===== config.mk =====
export PLATFORM = sky130hd
export DESIGN_NAME = banked_regfile
export DESIGN_NICKNAME = d
export VERILOG_FILES = /design/src/rtl/bank_pkg.sv /design/src/rtl/bank_ctrl.sv /design/src/rtl/bank_dp.sv /design/src/rtl/banked_regfile.sv
export SDC_FILE = /design/constraint.sdc
export NUM_CORES = 2
export LEC_CHECK = 0
export BUFFER_PORTS_ARGS = -buffer_cell sky130_fd_sc_hd__buf_2
export CAP_MARGIN = 15
export CORE_MARGIN = 2
export CORE_UTILIZATION = 45
export CTS_CLUSTER_DIAMETER = 50
export DETAILED_ROUTE_END_ITERATION = 12
export HOLD_SLACK_MARGIN = 0.12
export PLACE_DENSITY = 0.64
export SLEW_MARGIN = 20
export SYNTH_ARGS = -nofsm -noshare
export SYNTH_HDL_FRONTEND = slang
export SYNTH_SLANG_ARGS = --single-unit
export TNS_END_PERCENT = 50

===== constraint.sdc =====
create_clock -name clk -period 8.71 [get_ports clk]
set_input_delay 1.3065 -clock clk [delete_from_list [all_inputs] [get_ports clk]]
set_output_delay 1.3065 -clock clk [all_outputs]
set_load 0.1 [all_outputs]

===== src/rtl/bank_pkg.sv =====
package bank_pkg;
  localparam int MODE_W = 5;
  localparam int REG_AW = 4;

  localparam logic [MODE_W-1:0] MD_USR = 5'b10000;
  localparam logic [MODE_W-1:0] MD_FIQ = 5'b10001;
  localparam logic [MODE_W-1:0] MD_IRQ = 5'b10010;
  localparam logic [MODE_W-1:0] MD_SVC = 5'b10011;
  localparam logic [MODE_W-1:0] MD_ABT = 5'b10111;
  localparam logic [MODE_W-1:0] MD_UND = 5'b11011;
  localparam logic [MODE_W-1:0] MD_SYS = 5'b11111;

  // bank order also orders the r13/r14 pairs and the saved words
  typedef enum logic [2:0] {
    BK_USR = 3'd0, BK_FIQ = 3'd1, BK_IRQ = 3'd2,
    BK_SVC = 3'd3, BK_ABT = 3'd4, BK_UND = 3'd5
  } bankT;

  localparam int NUM_BANKS = 6;

  typedef struct packed {
    bankT bank;
    logic priv;
    logic hasSaved;
    logic gpWe;
    logic cpsrWeAll;
    logic cpsrWeFlags;
    logic spsrWe;
  } ctrlT;
endpackage


===== src/rtl/bank_ctrl.sv =====
module bank_ctrl
  import bank_pkg::*;
(
  input  logic [MODE_W-1:0] modeIn,
  input  logic              wrEn,
  input  logic              cpsrWrEn,
  input  logic              spsrWrEn,
  output ctrlT              ctl,
  output logic              modeBad
);
  bankT bank;
  logic priv;
  logic hasSaved;

  always_comb begin
    bank     = BK_USR;
    priv     = 1'b0;
    hasSaved = 1'b0;
    modeBad  = 1'b0;
    unique case (modeIn)
      MD_USR: ;
      MD_FIQ: begin bank = BK_FIQ; priv = 1'b1; hasSaved = 1'b1; end
      MD_IRQ: begin bank = BK_IRQ; priv = 1'b1; hasSaved = 1'b1; end
      MD_SVC: begin bank = BK_SVC; priv = 1'b1; hasSaved = 1'b1; end
      MD_ABT: begin bank = BK_ABT; priv = 1'b1; hasSaved = 1'b1; end
      MD_UND: begin bank = BK_UND; priv = 1'b1; hasSaved = 1'b1; end
      MD_SYS: priv = 1'b1;
      default: modeBad = 1'b1;
    endcase
  end

  always_comb begin
    ctl.bank        = bank;
    ctl.priv        = priv;
    ctl.hasSaved    = hasSaved;
    ctl.gpWe        = wrEn;
    ctl.cpsrWeAll   = cpsrWrEn & priv;
    ctl.cpsrWeFlags = cpsrWrEn & ~priv;
    ctl.spsrWe      = spsrWrEn & hasSaved;
  end
endmodule


===== src/rtl/bank_dp.sv =====
module bank_dp
  import bank_pkg::*;
#(
  parameter int DATA_W = 32,
  parameter int FLAG_W = 4,
  parameter int NUM_COMMON = 8,
  parameter int NUM_HIGH = 5
) (
  input  logic              clk,
  input  logic              rstN,
  input  ctrlT              ctl,
  input  logic [REG_AW-1:0] rdAddrA,
  input  logic [REG_AW-1:0] rdAddrB,
  input  logic [REG_AW-1:0] wrAddr,
  input  logic [DATA_W-1:0] wrData,
  input  logic [DATA_W-1:0] cpsrWrData,
  input  logic [DATA_W-1:0] spsrWrData,
  output logic [DATA_W-1:0] rdDataA,
  output logic [DATA_W-1:0] rdDataB,
  output logic [DATA_W-1:0] cpsrOut,
  output logic [DATA_W-1:0] spsrOut
);
  localparam int HIGH_FIQ  = NUM_COMMON + NUM_HIGH;
  localparam int PAIR_BASE = NUM_COMMON + 2 * NUM_HIGH;
  localparam int NUM_PHYS  = PAIR_BASE + 2 * NUM_BANKS + 1;
  localparam int PC_IDX    = NUM_PHYS - 1;
  localparam int NUM_SAVED = NUM_BANKS - 1;
  localparam int IDX_W     = $clog2(NUM_PHYS);
  localparam int SP_NUM    = NUM_COMMON + NUM_HIGH;
  localparam int PC_NUM    = (1 << REG_AW) - 1;

  function automatic logic [IDX_W-1:0] physIdx(bankT b, logic [REG_AW-1:0] a);
    int n;
    int r;
    n = int'(a);
    if (n < NUM_COMMON)           r = n;
    else if (n == PC_NUM)         r = PC_IDX;
    else if (n < SP_NUM)          r = (b == BK_FIQ) ? HIGH_FIQ + n - NUM_COMMON
                                                    : NUM_COMMON + n - NUM_COMMON;
    else                          r = PAIR_BASE + 2 * int'(b) + n - SP_NUM;
    return IDX_W'(r);
  endfunction

  logic [DATA_W-1:0] gpr   [NUM_PHYS];
  logic [DATA_W-1:0] saved [NUM_SAVED];
  logic [DATA_W-1:0] cpsr;
  logic [IDX_W-1:0]  idxA, idxB, idxW;

  assign idxA = physIdx(ctl.bank, rdAddrA);
  assign idxB = physIdx(ctl.bank, rdAddrB);
  assign idxW = physIdx(ctl.bank, wrAddr);

  for (genvar i = 0; i < NUM_PHYS; i++) begin : g_gpr
    always_ff @(posedge clk or negedge rstN) begin
      if (!rstN)                                  gpr[i] <= '0;
      else if (ctl.gpWe && idxW == IDX_W'(i))     gpr[i] <= wrData;
    end
  end

  for (genvar j = 0; j < NUM_SAVED; j++) begin : g_saved
    always_ff @(posedge clk or negedge rstN) begin
      if (!rstN)                                  saved[j] <= '0;
      else if (ctl.spsrWe && ctl.bank == bankT'(j + 1)) saved[j] <= spsrWrData;
    end
  end

  always_ff @(posedge clk or negedge rstN) begin
    if (!rstN)                cpsr <= '0;
    else if (ctl.cpsrWeAll)   cpsr <= cpsrWrData;
    else if (ctl.cpsrWeFlags) cpsr[DATA_W-1 -: FLAG_W] <= cpsrWrData[DATA_W-1 -: FLAG_W];
  end

  always_comb begin
    spsrOut = '0;
    for (int j = 0; j < NUM_SAVED; j++)
      if (ctl.hasSaved && ctl.bank == bankT'(j + 1)) spsrOut = saved[j];
  end

  assign rdDataA = gpr[idxA];
  assign rdDataB = gpr[idxB];
  assign cpsrOut = cpsr;
endmodule


===== src/rtl/banked_regfile.sv =====
module banked_regfile
  import bank_pkg::*;
#(
  parameter int DATA_W = 32,
  parameter int FLAG_W = 4
) (
  input  logic              clk,
  input  logic              rstN,
  input  logic [4:0]        modeIn,
  input  logic [3:0]        rdAddrA,
  output logic [DATA_W-1:0] rdDataA,
  input  logic [3:0]        rdAddrB,
  output logic [DATA_W-1:0] rdDataB,
  input  logic              wrEn,
  input  logic [3:0]        wrAddr,
  input  logic [DATA_W-1:0] wrData,
  input  logic              cpsrWrEn,
  input  logic [DATA_W-1:0] cpsrWrData,
  input  logic              spsrWrEn,
  input  logic [DATA_W-1:0] spsrWrData,
  output logic [DATA_W-1:0] cpsrOut,
  output logic [DATA_W-1:0] spsrOut,
  output logic              modeBad
);
  ctrlT ctl;

  bank_ctrl u_ctrl (
    .modeIn(modeIn), .wrEn(wrEn), .cpsrWrEn(cpsrWrEn), .spsrWrEn(spsrWrEn),
    .ctl(ctl), .modeBad(modeBad)
  );

  bank_dp #(.DATA_W(DATA_W), .FLAG_W(FLAG_W)) u_dp (
    .clk(clk), .rstN(rstN), .ctl(ctl),
    .rdAddrA(rdAddrA), .rdAddrB(rdAddrB), .wrAddr(wrAddr), .wrData(wrData),
    .cpsrWrData(cpsrWrData), .spsrWrData(spsrWrData),
    .rdDataA(rdDataA), .rdDataB(rdDataB), .cpsrOut(cpsrOut), .spsrOut(spsrOut)
  );
endmodule


==> flow_summary_export.csv <==
group,metric,value,unit
run_status,status,"completed",
grt,grt_overflow,0,
job,cap_violations,0,
clock_network,clk_pin_slew,60,ps
routing,wirelength,241.3,mm
finish,nNetsFinal,6791,
routing,drc_errors,0,
setup_path,critPathKind,"input pin to output pin",
finish,design_area,0.07574,mm2
sta,fin_tns_setup,0,ps
clock_network,clk_path_buf_depth,3,
synth,yosys_warnings,0,
routing,wl_met1,94.38,mm
sta,setup_viol,0,
routing,wl_met2,106.8,mm
routing,route.detailed.wl_per_inst,27.73,um
synth,syn-num-nets,6822,
sta,post-route-period-util,95.54,%
synth,synth_cells,6679,
grt,grt.total_usage,31.37,%
clock_network,cts_made_buffers,147,
floorplanning,initial_core_util,45.16,%
synth,post-synth-top-area-fraction,44.53,%
placed_design,place_area,0.07063,mm2
floorplanning,core_area,0.1473,mm2
routing,drt_iter0_markers,6720,
synth,yosysTopAreaCell,"dfrtp_1",
placed_design,dpl.hpwl,143.5,mm
synth,yosysMostFrequentCell,"mux2_2",
routing,wl_met3,25.92,mm
finish,syn2layout_area_growth,13.83,%
sta,hold_viol_final,0,
setup_path,crit_required,7400,ps
worst_hold_path,min_path_type,"flip-flop to flip-flop",
finish,drive_above_1_share,30.04,%
routing,vias_per_cell,6.497,
clock_network,cts-htree-levels,4,
pwr,ir_drop,224.1,uV
grt,grt_pass1_wl,358.5,mm
routing,ant_nets,0,
routing,top_layer,"met5",
grt,grt_max_degree,172,
clock_network,holdBufCountCts,0,
clock_network,cts.sinks,1184,
sta,fin_skew,0,ps
finish,finish.utilization,51.41,%
setup_path,start_kind,"input pin",
grt,first_global_vias,54570,
floorplanning,die_w,388.5,um
floorplanning,io_pins,247,
sta,worst_pin_slew,1211,ps
pwr,power.density,257.4,mW/mm2
grt,antenna_found_initial,17,
routing,vias,56540,
clock_network,clk_latency,780,ps
sta,drv_slew,0,
floorplanning,dieArea,0.1509,mm2
setup_path,cp-end-kind,"output pin",
clock_network,cts-root-buf,"clkbuf_16",
sta,fmax,0.1202,GHz
floorplanning,rows,141,
synth,synth_cell_types,83,
clock_network,cts_tree,"yes",
synth,avgSynthCellArea,9.961,um2
setup_path,worstPathArrival,7020,ps
sta,rsz0062_at_grt,"false",
synth,synth_area_leaders,"dfrtp_1, mux2_2, nand2_1",
synth,synth_common_cells,"mux2_2, nand2_1, dfrtp_1",
synth,syn-cell-area,0.06653,mm2
routing,dr.pass1.iters,9,
synth,synth_top_flop_cell,"dfrtp_1",
pwr,p_leak,34.25,nW
synth,seq_area_frac_synth,44.53,%
sta,min_period,8322,ps
sta,slew_headroom,19.06,%
synth,synth-edff-count,0,
placed_design,gp_congestion,0.9186,
setup_path,cp_max_fo,26,
placed_design,port_buffers,246,
synth,ys_async_sr_fraction,100.0,%
floorplanning,fp.dieH,388.5,um
synth,ys_seq_elements,1184,
==> area by class of cell <==
type | instances | area [um2]
inverter | 22 | 82.58
timing repair buffer | 439 | 3810
sequential | 1184 | 29630
clock inverter | 66 | 818.3
fill | 13050 | 71570
clock buffer | 200 | 4203
antenna | 7 | 17.52
multi-input combinational | 4854 | 34760
tap | 1930 | 2415
==> placed cells by master, fill, tap and decap left out, types with 51 or more instances in the layout <==
cell and instances:
o22ai_1 62, nand3_1 304, mux2i_1 222, a211oi_1 130, nand2_1 1178, o21ai_0 233, o221ai_1 58, a22oi_1 51
buf_2 200, buf_4 161, a31oi_1 136, buf_12 71, nor2_1 366, mux2_2 1190, a21oi_1 225, and3_1 101
nand2b_1 68, dfrtp_1 1184, clkbuf_16 151, a32oi_1 60
==> layer usage <==
layer	global-route usage [%]	vias to the layer above
li1	-	23960
met1	41.38	28380
met2	47.65	3364
met3	7.572	834
met4	16.93	6
met5	0	-
==> worst paths after layout <==
check | from | endpoint | slack [ps] | cells past startpoint
max | modeIn[1] | rdDataA[26] | 390 | 18
min | u_dp.cpsrOut[22] | u_dp.cpsrOut[22] | 500 | 1
max reg2reg | u_dp.gpr[351] | u_dp.gpr[351] | 7830 | 1
min reg2reg | u_dp.cpsrOut[22] | u_dp.cpsrOut[22] | 500 | 1
max in group asynchronous | rstN | u_dp.gpr[4] | 6020 | 3
min in group asynchronous | rstN | u_dp.cpsrOut[8] | 550 | 1
==> critical path, stage by stage <==
cell and delay [ps]:
buf_2 310, clkinv_1 380, or3_1 470, ha_1 290, inv_1 120, ha_1 250
ha_1 320, nor3b_1 200, mux2i_1 120, a31oi_2 500, a211oi_1 250, and3_2 700
buf_4 350, a32oi_1 170, o221ai_1 160, nor4_1 630, buf_4 270, buf_12 180
==> state kept, by name, indices dropped and copies added, names as in the netlist <==
name and cells:
u_dp.cpsrOut 32, u_dp.gpr 992, u_dp.saved 160
==> logic make-up (layout without fill, tap and decap cells) <==
kind of cell	after synthesis	after routing	synth area share (%)
flip-flops	1184	1184	44.53
AO/OA/AOI/OAI	1083	1083	10.61
adder cells (fa/ha/maj)	25	25	0.5040
XOR/XNOR	5	5	0.06582
AND/OR/NAND/NOR	2267	2267	15.00
buffers and inverters	641	727	4.184
other	0	7	0
multiplexers	1474	1474	25.10
==> power breakdown <==
group | switching [W] | internal (W)
clock network | 0.00255 | 0.00379
logic | 0.00324 | 0.00215
registers | 0.000986 | 0.00677
==> per-stage QoR <==
stage	cells	power (W)	worst slack, ps	hold slack [ps]
final	8702	0.01949	388.1	498.4
after global routing	8700	0.02029	243.3	511.1
after CTS	8693	0.01946	213.3	502.2
after detailed placement	8427	0.01310	16.74	487.9
after global placement	8420	0.01294	33.28	481.6
after floorplan	6679	0.01134	-126.1	479.2
==> what timing repair did <==
item                                    CTS  global route
pin swaps                                 0             0
endpoints found under the setup margin    2             5
resized for setup                         2             1
buffers inserted                          0             0
Note: power is estimated with default switching activity, not from simulation.
